==> src/rtl/ptw_pkg.sv <==
package ptw_pkg;

  typedef enum logic [2:0] {
    ST_IDLE,
    ST_L1_REQ,
    ST_L1_WAIT,
    ST_L2_REQ,
    ST_L2_WAIT,
    ST_DONE,
    ST_FAULT
  } ptw_state_e;

  // Entry layout: presence flag at bit 0, permission nibble right above it
  localparam int PTE_PRESENT_BIT = 0;
  localparam int PTE_PERM_LSB    = 1;
  localparam int PTE_PERM_W      = 4;

  typedef struct packed {
    logic user;
    logic dirty;
    logic wr;
    logic rd;
  } ptw_perm_t;

  localparam logic LVL_ROOT = 1'b0;
  localparam logic LVL_LEAF = 1'b1;

endpackage

==> src/rtl/ptw_pte_check.sv <==
module ptw_pte_check
  import ptw_pkg::*;
#(
  parameter int PA_W  = 32,
  parameter int OFF_W = 12,
  localparam int PPN_W = PA_W - OFF_W
) (
  input  logic [PA_W-1:0]  pte,
  output logic             present,
  output logic [PPN_W-1:0] ppn,
  output ptw_perm_t        perm
);

  assign present = pte[PTE_PRESENT_BIT];
  assign ppn     = pte[PA_W-1:OFF_W];
  assign perm    = ptw_perm_t'(pte[PTE_PERM_LSB +: PTE_PERM_W]);

endmodule

==> src/rtl/ptw_fsm.sv <==
module ptw_fsm
  import ptw_pkg::*;
(
  input  logic clk,
  input  logic rst_n,
  input  logic miss_valid,
  input  logic req_ready,
  input  logic rsp_valid,
  input  logic pte_present,
  output logic busy,
  output logic req_valid,
  output logic sel_leaf,
  output logic take_walk,
  output logic take_root_pte,
  output logic take_leaf_pte,
  output logic done_valid,
  output logic done_fault,
  output logic done_level
);

  ptw_state_e state_q, state_d;
  logic       level_q;

  // Named events so the assertions can watch them
  logic rsp_l1, rsp_l2, miss_l1, miss_l2;

  assign take_walk     = (state_q == ST_IDLE) && miss_valid;
  assign rsp_l1        = (state_q == ST_L1_WAIT) && rsp_valid;
  assign rsp_l2        = (state_q == ST_L2_WAIT) && rsp_valid;
  assign take_root_pte = rsp_l1 && pte_present;
  assign take_leaf_pte = rsp_l2 && pte_present;
  assign miss_l1       = rsp_l1 && !pte_present;
  assign miss_l2       = rsp_l2 && !pte_present;

  always_comb begin
    state_d = state_q;
    unique case (state_q)
      ST_IDLE:    if (miss_valid) state_d = ST_L1_REQ;
      ST_L1_REQ:  if (req_ready) state_d = ST_L1_WAIT;
      ST_L1_WAIT: if (miss_l1) state_d = ST_FAULT;
                  else if (take_root_pte) state_d = ST_L2_REQ;
      ST_L2_REQ:  if (req_ready) state_d = ST_L2_WAIT;
      ST_L2_WAIT: if (miss_l2) state_d = ST_FAULT;
                  else if (take_leaf_pte) state_d = ST_DONE;
      ST_DONE:    state_d = ST_IDLE;
      ST_FAULT:   state_d = ST_IDLE;
      default:    state_d = ST_IDLE;
    endcase
  end

  always_ff @(posedge clk or negedge rst_n) begin
    if (!rst_n) begin
      state_q <= ST_IDLE;
      level_q <= LVL_ROOT;
    end else begin
      state_q <= state_d;
      if (rsp_l1)      level_q <= LVL_ROOT;
      else if (rsp_l2) level_q <= LVL_LEAF;
    end
  end

  assign busy       = (state_q != ST_IDLE);
  assign req_valid  = (state_q == ST_L1_REQ) || (state_q == ST_L2_REQ);
  assign sel_leaf   = (state_q == ST_L2_REQ);
  assign done_valid = (state_q == ST_DONE) || (state_q == ST_FAULT);
  assign done_fault = (state_q == ST_FAULT);
  assign done_level = level_q;

  assert_done_pulse_R10: assert property (@(posedge clk) disable iff (!rst_n)
    done_valid |=> !done_valid);

  assert_idle_after_done_R2: assert property (@(posedge clk) disable iff (!rst_n)
    done_valid |=> !busy);

  assert_single_outstanding_R6: assert property (@(posedge clk) disable iff (!rst_n)
    req_valid && req_ready |=> !req_valid);

  assert_req_held_R5: assert property (@(posedge clk) disable iff (!rst_n)
    req_valid && !req_ready |=> req_valid);

  assert_root_absent_faults_R7: assert property (@(posedge clk) disable iff (!rst_n)
    miss_l1 |=> done_valid && done_fault && (done_level == LVL_ROOT));

  assert_leaf_absent_faults_R8: assert property (@(posedge clk) disable iff (!rst_n)
    miss_l2 |=> done_valid && done_fault && (done_level == LVL_LEAF));

  assert_idle_ignores_rsp_R11: assert property (@(posedge clk) disable iff (!rst_n)
    !busy && !miss_valid |=> !busy);

endmodule

==> src/rtl/ptw_addr.sv <==
module ptw_addr
  import ptw_pkg::*;
#(
  parameter int VA_W  = 32,
  parameter int PA_W  = 32,
  parameter int IDX_W = 10,
  parameter int OFF_W = 12,
  localparam int PPN_W     = PA_W - OFF_W,
  localparam int VPN_W     = VA_W - OFF_W,
  localparam int ENT_SHIFT = $clog2(PA_W / 8)
) (
  input  logic             clk,
  input  logic             rst_n,
  input  logic             take_walk,
  input  logic [VA_W-1:0]  miss_vaddr,
  input  logic [PA_W-1:0]  root_base,
  input  logic             take_root_pte,
  input  logic [PPN_W-1:0] root_ppn,
  input  logic             take_leaf_pte,
  input  logic [PPN_W-1:0] leaf_ppn,
  input  ptw_perm_t        leaf_perm,
  input  logic             sel_leaf,
  output logic [PA_W-1:0]  req_addr,
  output logic [VPN_W-1:0] vpn,
  output logic [PPN_W-1:0] ppn_out,
  output ptw_perm_t        perm_out,
  output logic [PA_W-1:0]  paddr
);

  // Slot address inside the first-level table
  function automatic logic [PA_W-1:0] f_root_slot(input logic [PA_W-1:0] base,
                                                  input logic [IDX_W-1:0] idx);
    f_root_slot = base + (PA_W'(idx) << ENT_SHIFT);
  endfunction

  // Slot address inside the second-level table named by a page number
  function automatic logic [PA_W-1:0] f_leaf_slot(input logic [PPN_W-1:0] page,
                                                  input logic [IDX_W-1:0] idx);
    f_leaf_slot = {page, {OFF_W{1'b0}}} + (PA_W'(idx) << ENT_SHIFT);
  endfunction

  logic [VA_W-1:0]  va_q;
  logic [PA_W-1:0]  root_q;
  logic [PPN_W-1:0] table_ppn_q;
  logic [PPN_W-1:0] leaf_ppn_q;
  ptw_perm_t        leaf_perm_q;

  logic [IDX_W-1:0] idx_top, idx_mid;
  assign idx_top = va_q[VA_W-1 -: IDX_W];
  assign idx_mid = va_q[OFF_W +: IDX_W];

  always_ff @(posedge clk or negedge rst_n) begin
    if (!rst_n) begin
      va_q        <= '0;
      root_q      <= '0;
      table_ppn_q <= '0;
      leaf_ppn_q  <= '0;
      leaf_perm_q <= '0;
    end else begin
      if (take_walk) begin
        va_q   <= miss_vaddr;
        root_q <= root_base;
      end
      if (take_root_pte) table_ppn_q <= root_ppn;
      if (take_leaf_pte) begin
        leaf_ppn_q  <= leaf_ppn;
        leaf_perm_q <= leaf_perm;
      end
    end
  end

  assign req_addr = sel_leaf ? f_leaf_slot(table_ppn_q, idx_mid)
                             : f_root_slot(root_q, idx_top);
  assign vpn      = va_q[VA_W-1:OFF_W];
  assign ppn_out  = leaf_ppn_q;
  assign perm_out = leaf_perm_q;
  assign paddr    = {leaf_ppn_q, va_q[OFF_W-1:0]};

  assert_walk_input_frozen_R2: assert property (@(posedge clk) disable iff (!rst_n)
    !take_walk |=> $stable(va_q) && $stable(root_q));

endmodule

==> src/rtl/ptw_two_level_walker.sv <==
module ptw_two_level_walker
  import ptw_pkg::*;
#(
  parameter int VA_W  = 32,
  parameter int PA_W  = 32,
  parameter int IDX_W = 10,
  parameter int OFF_W = 12,
  localparam int PPN_W = PA_W - OFF_W,
  localparam int VPN_W = VA_W - OFF_W
) (
  input  logic             clk,
  input  logic             rst_n,
  input  logic             miss_valid,
  input  logic [VA_W-1:0]  miss_vaddr,
  input  logic [PA_W-1:0]  root_base,
  output logic             busy,
  output logic             mem_req_valid,
  input  logic             mem_req_ready,
  output logic [PA_W-1:0]  mem_req_addr,
  input  logic             mem_rsp_valid,
  input  logic [PA_W-1:0]  mem_rsp_data,
  output logic             done_valid,
  output logic             done_fault,
  output logic             done_level,
  output logic [PA_W-1:0]  done_paddr,
  output logic             refill_valid,
  output logic [VPN_W-1:0] refill_vpn,
  output logic [PPN_W-1:0] refill_ppn,
  output logic [PTE_PERM_W-1:0] refill_perm
);

  logic             pte_present;
  logic [PPN_W-1:0] pte_ppn;
  ptw_perm_t        pte_perm;
  logic             sel_leaf, take_walk, take_root_pte, take_leaf_pte;
  ptw_perm_t        leaf_perm;

  ptw_pte_check #(.PA_W(PA_W), .OFF_W(OFF_W)) u_check (
    .pte     (mem_rsp_data),
    .present (pte_present),
    .ppn     (pte_ppn),
    .perm    (pte_perm)
  );

  ptw_fsm u_fsm (
    .clk           (clk),
    .rst_n         (rst_n),
    .miss_valid    (miss_valid),
    .req_ready     (mem_req_ready),
    .rsp_valid     (mem_rsp_valid),
    .pte_present   (pte_present),
    .busy          (busy),
    .req_valid     (mem_req_valid),
    .sel_leaf      (sel_leaf),
    .take_walk     (take_walk),
    .take_root_pte (take_root_pte),
    .take_leaf_pte (take_leaf_pte),
    .done_valid    (done_valid),
    .done_fault    (done_fault),
    .done_level    (done_level)
  );

  ptw_addr #(.VA_W(VA_W), .PA_W(PA_W), .IDX_W(IDX_W), .OFF_W(OFF_W)) u_addr (
    .clk           (clk),
    .rst_n         (rst_n),
    .take_walk     (take_walk),
    .miss_vaddr    (miss_vaddr),
    .root_base     (root_base),
    .take_root_pte (take_root_pte),
    .root_ppn      (pte_ppn),
    .take_leaf_pte (take_leaf_pte),
    .leaf_ppn      (pte_ppn),
    .leaf_perm     (pte_perm),
    .sel_leaf      (sel_leaf),
    .req_addr      (mem_req_addr),
    .vpn           (refill_vpn),
    .ppn_out       (refill_ppn),
    .perm_out      (leaf_perm),
    .paddr         (done_paddr)
  );

  assign refill_perm  = leaf_perm;
  assign refill_valid = done_valid && !done_fault;

  assert_req_addr_stable_R5: assert property (@(posedge clk) disable iff (!rst_n)
    mem_req_valid && !mem_req_ready |=> $stable(mem_req_addr));

  assert_refill_with_success_R10: assert property (@(posedge clk) disable iff (!rst_n)
    refill_valid |-> done_valid && !done_fault);

  assert_vpn_held_in_walk_R2: assert property (@(posedge clk) disable iff (!rst_n)
    busy && !done_valid |=> $stable(refill_vpn));

  assert_leaf_follows_root_R4: assert property (@(posedge clk) disable iff (!rst_n)
    take_root_pte |=> mem_req_valid && sel_leaf);

endmodule

==> config.mk <==
export PLATFORM = sky130hd
export DESIGN_NAME = ptw_two_level_walker
export DESIGN_NICKNAME = d
export VERILOG_FILES = /design/src/rtl/ptw_pkg.sv /design/src/rtl/ptw_pte_check.sv /design/src/rtl/ptw_fsm.sv /design/src/rtl/ptw_addr.sv /design/src/rtl/ptw_two_level_walker.sv
export SDC_FILE = /design/constraint.sdc
export NUM_CORES = 1
export LEC_CHECK = 0
export BUFFER_PORTS_ARGS = -buffer_cell sky130_fd_sc_hd__buf_2
export CORE_ASPECT_RATIO = 0.5
export CORE_MARGIN = 2
export CORE_UTILIZATION = 41
export DETAILED_ROUTE_END_ITERATION = 16
export PLACE_DENSITY = 0.65
export RECOVER_POWER = 100
export SLEW_MARGIN = 20
export SYNTH_ARGS = -nofsm -noshare
export SYNTH_HDL_FRONTEND = slang
export SYNTH_HIERARCHICAL = 1
export SYNTH_SLANG_ARGS = --single-unit
==> constraint.sdc <==
create_clock -name clk -period 3.2 [get_ports clk]
set_clock_uncertainty 0.1 [all_clocks]
set_input_delay 0.32 -clock clk [delete_from_list [all_inputs] [get_ports clk]]
set_output_delay 0.32 -clock clk [all_outputs]
set_load 0.01 [all_outputs]
# ---- Word level (Yosys, flattened, before mapping)
# Cells that the tools add are included.
dict set report classes {
  n_addsub 2
  multipliers 0
  div 0
  n_lt_le_gt_ge 0
  eq_ne 11
  n_shift 0
  n_mux 11
  n_bitwise 0
  n_reduce_logical 16
}
# op count
set op_table {}
lappend op_table {{adder 32 x 12 -> 32 bit} 2}
lappend op_table {{2-to-1 mux 32 bit} 1}
lappend op_table {{2-to-1 mux 3 bit} 7}
lappend op_table {{case mux 3 bit (5 select lines)} 1}
lappend op_table {{equality test 3 bit (second input constant)} 3}
lappend op_table {{logical AND 1 bit} 8}
lappend op_table {{equality test 3 x 2 -> 1 bit (second input constant)} 2}
lappend op_table {{inequality test 2 bit (second input constant)} 3}
lappend op_table {{inequality test 3 x 2 -> 1 bit (second input constant)} 2}
lappend op_table {{AND reduction 5 bit} 1}
lappend op_table {{equality test 3 x 1 -> 1 bit (second input constant)} 1}
lappend op_table {{logical NOT 3 bit} 1}
lappend op_table {{nonzero test 3 bit} 1}
lappend op_table {{logical NOT 1 bit} 2}
lappend op_table {{logical OR 1 bit} 2}
lappend op_table {{2-to-1 mux 1 bit} 2}
lappend op_table {{nonzero test 2 bit} 1}
dict set report word_totals {
  reg_bits 112
  latchBits 0
  ram_bits 0
  mem_bits_ro 0
  inputBits 101
  output_inout_bits 114
  word_cells 50
  n_memories 0
}

# ---- Logic depth before layout (Yosys ltp)
dict set report depth {
  word_depth 6
  depth_mapped 8
  depth_no_buf 7
}

# ---- By module
# Netlist, hierarchy kept.
# module n_inst cells_each area_per_inst_um2 seq_area_each_um2
set by_module_without_submodules {}
lappend by_module_without_submodules {ptw_addr 1 494 5645.4 2702.6}
lappend by_module_without_submodules {ptw_fsm 1 40 335.3 100.1}
lappend by_module_without_submodules {ptw_pte_check 1 25 187.7 0.0}
lappend by_module_without_submodules {ptw_two_level_walker 1 1 13.8 0.0}

# ---- Worst setup path before layout
# OpenSTA, ideal clock, no wires.
dict set report synth_timing {
  path_type {reg-to-output}
  start {register u_addr.va_q[22]}
  end {output mem_req_addr[16]}
  t_arrival_ns 2.310
  required_ns 2.780
  setup_slack_ns 0.470
  path_stages_with_launch 9
  path_buffers 1
  cell_sequence {dfrtp_1 -> ha_1 -> fa_1 -> a211oi_1 -> o41ai_2 -> a31oi_1 -> buf_2 -> o21ai_0 -> a31oi_1}
}
dict set report synth_via {
  elab_chain_len 2
}
# element line
set synth_rtl {}
lappend synth_rtl {{start, declared} ptw_addr.sv:42} ;# logic [VA_W-1:0] va_q;
lappend synth_rtl {{start signal, assigned} ptw_addr.sv:61} ;# va_q <= miss_vaddr;
lappend synth_rtl {{adder 32 x 12 -> 32 bit} ptw_addr.sv:33} ;# f_root_slot = base + (PA_W'(idx) << ENT_SHIFT);
lappend synth_rtl {{2-to-1 mux 32 bit} ptw_addr.sv:72} ;# assign req_addr = sel_leaf ? f_leaf_slot(table_ppn_q, idx_mid)
lappend synth_rtl {{end, declared} ptw_two_level_walker.sv:19} ;# output logic [PA_W-1:0] mem_req_addr,
# No other way between the ends.

# ---- Worst setup path in the final report
dict set report layout_timing {
  start {register u_addr.va_q[24]}
  end {output mem_req_addr[26]}
}
# The elaborated chain is that of the path after synthesis.

==> qor.yml <==
critical_path:
  crit_path_max_incr_delay_ns: 0.49
  required_ns: 2.78
  path_cells: "ha_2, a211oi_4, o41ai_4, a31oi_1, buf_4, or4_4, a31o_4, buf_6"
  worstSetupPathType: "flip-flop to output pin"
  crit_path_end_kind: "output pin"
  critPathMaxFanout: 7
  arrival_ns: 2.77
  cp-startpoint: "u_addr/va_q[24]"
  critPathLaunchType: "flip-flop"
  critPathSlowestCell: "or4_4"
  r2r_start: "u_fsm/state_q[1]"
timing:
  slew_viol_final: 30
  period_needed_ns: 3.19
  hold_viol: 0
  timing.fmax_ghz: 0.313
  worst_pin_slew_ns: 1.69
  worst_slack_ns: 0.00717
  finalSetupViolCount: 0
  min_period_over_period_pct: 99.8
  relSlewSlack_pct: -12.4
  rsz0062_at_grt: "yes"
floorplan:
  dieHeight_um: 90.8
  ios: 215
  rows: 31
  core_um2: 14600
  dieArea_um2: 16100
  initial_core_util_pct: 42.4
  die_w_um: 178
logic_synthesis:
  synth_fa_ha_area_share_pct: 2.53
  ys_warn_count: 6
  synth.net_count: 672
  synth_most_common_cell: "dfrtp_1"
  synth.cell_area_um2: 6180
  synth_area_leaders: "dfrtp_1 (45%), mux2_2 (20%), buf_4 (6.1%)"
  synth_top_area_share_pct: 45.3
  synth_commonest_cells: "dfrtp_1 (112), mux2_2 (109), buf_4 (50)"
  ys_seq_elements: 112
  synth-xor-area-share_pct: 0.992
  synth_top_cell_by_area: "dfrtp_1"
  synth_compound_gate_area_share_pct: 10.3
  ys.flop_type: "dfrtp_1"
  synth_edf_count: 0
  synthCells: 560
  synthSimpleGateAreaFrac_pct: 12.6
  ys_seq_area_share_pct: 45.3
  async_flop_share_pct: 100
  synth_top_family_by_area: "multiplexers"
  synthMuxAreaShare_pct: 20.0
  avgSynthCellArea_um2: 11.0
  ys_types: 62
grt:
  grt_pass1_wl_mm: 24.3
  grt-ovfl-total: 0
  grt_pass1_vias: 4714
  grt_start_max_net_pins: 84
  antenna_found_initial: 0
  grt_util_all_layers_pct: 18.9
clock_tree:
  clockBufferDepth: 2
  clock_sinks: 112
  cts.root.buffer_cell: "clkbuf_16"
  insertion_delay_ns: 0.34
  cts_tree: "yes"
  clk_pin_slew_ns: 0.08
  cts_made_buffers: 9
  htree_levels: 3
route:
  drtIter0Drc: 327
  viasPerCell: 5.27
  vias: 4893
  wl_mm: 15.1
  wire_per_inst_um: 16.3
  ant_nets: 0
  dr.pass1.iters: 5
  drc: 0
pwr:
  ir_worst_vdd_mv: 0.779
  powerDensity_nw_per_um2: 1210
  p_leak_nw: 3.29
run:
  cap_violations: 1
cells_and_area:
  fin_cells: 928
  antenna_cells: 0
  areaGrowthSynthToFinish_pct: 22.3
  fillers: 1421
  multi_input_area_um2: 3020
  drive_above_1_share_pct: 44.4
  nNetsFinal: 837
  ff_latch_area_um2: 2810
status:
  status: "finished with violations"
  violations: "capacitance limit, slew limit"
worst_hold_path:
  worstHoldStart: "miss_vaddr[7]"
  min_path_type: "input pin to flip-flop"
placement:
  io_buffers: 207
  routabilityCongestion: 0.928
  place_ws_ns: 0.201
  placed_cells: 902
  hpwl_mm: 11.2
[sequential cells by signal, summed over array words and instances (netlist names)]
signal,count
u_fsm/state_q,3
u_fsm/done_level,1
u_addr/va_q,32
u_addr/perm_out,4
u_addr/root_q,32
u_addr/ppn_out,20
u_addr/table_ppn_q,20
[report_power, final]
part	internal (mW)	leakage (nW)	total (mW)	switching, mW
clock network	0.616	0.147	1.15	0.532
registers	2.12	1.34	2.80	0.675
logic	2.46	1.80	5.23	2.76
total	5.20	3.29	9.17	3.97
[logic make-up (layout without fill, tap and decap cells)]
group,after synthesis,in the layout
fa+ha+maj,12,12
xor+xnor,7,7
mux,110,110
buf+inv,83,253
simple gates,146,146
compound gates,90,90
flops,112,112
[stage by stage]
stage	instance area, um2	hold slack [ns]	total power, mW	TNS [ns]	util (%)
after floorplan	6180	-0.0756	6.01	0	-
after global placement	7120	0.184	7.62	0	48.8
after detailed placement	7120	0.192	7.72	0	48.8
after CTS	7540	0.0826	9.15	-0.00645	51.7
after global routing	7560	0.0864	9.88	-0.192	51.8
final	7560	0.0971	9.17	0	51.8
[cells in the final DEF, fill, tap and decap left out, types with 4 or more instances in the layout]
| master | instances |
|---|---|
| nor4_1 | 4 |
| and3_1 | 5 |
| a21o_1 | 4 |
| nand4_1 | 7 |
| o31ai_1 | 5 |
| or3_1 | 6 |
| buf_4 | 19 |
| nand2_1 | 35 |
| a22oi_1 | 6 |
| mux2_2 | 109 |
| buf_2 | 137 |
| inv_1 | 6 |
| nor3_1 | 10 |
| a21oi_1 | 12 |
| a31oi_1 | 7 |
| dfrtp_1 | 109 |
| nand3_1 | 21 |
| nor2_1 | 22 |
| clkbuf_16 | 9 |
| nor2b_1 | 9 |
| o21ai_0 | 21 |
| xor2_1 | 4 |
| clkbuf_1 | 69 |
| o211ai_1 | 6 |
| ha_4 | 6 |
[worst max-delay path, delay by kind of cell (launching register included)]
family          cells  cell delay [ns]
compound gates      4             0.84
buf+inv             2             0.30
flops               1             0.40
simple gates        1             0.49
fa+ha+maj           1             0.40
[repair_timing]
item                                   in CTS  in global routing
setup endpoints to repair                  10                 14
hold buffers                                1                  0
gates resized for setup                    14                 15
endpoints found under the hold margin      29                  0
pin swaps                                   5                 10
buffers inserted                            3                  7
[final timing paths]
kind,endpoint,slack [ns],depth (start not counted)
max,mem_req_addr[26],0.007,8
min,u_addr/va_q[7],0.1,2
max reg2reg,u_addr/root_q[11],1.08,4
min reg2reg,u_addr/va_q[0],0.41,1
max in group asynchronous,u_addr/root_q[12],0.92,3
min in group asynchronous,u_addr/va_q[13],0.84,2
[per-layer routing]
layer  track usage (%)  share of wire (%)  vias to the layer above
met5                 0                  0                        -
met4              3.69               0.53                        0
met1              25.9                 45                     2398
met2              30.8                 48                      155
met3              4.34                6.4                        9
li1                  -                  -                     2331
[layout make-up]
type                    instances  share of cell area, %
well taps                     198                   3.28
repair buffers                230                   15.3
clock buffers                   9                   2.98
multi-input cells             365                   39.9
flip-flops and latches        112                   37.1
clock inverters                 7                   1.03
inverters                       7                  0.348
Note: power is estimated with default switching activity, not from simulation.
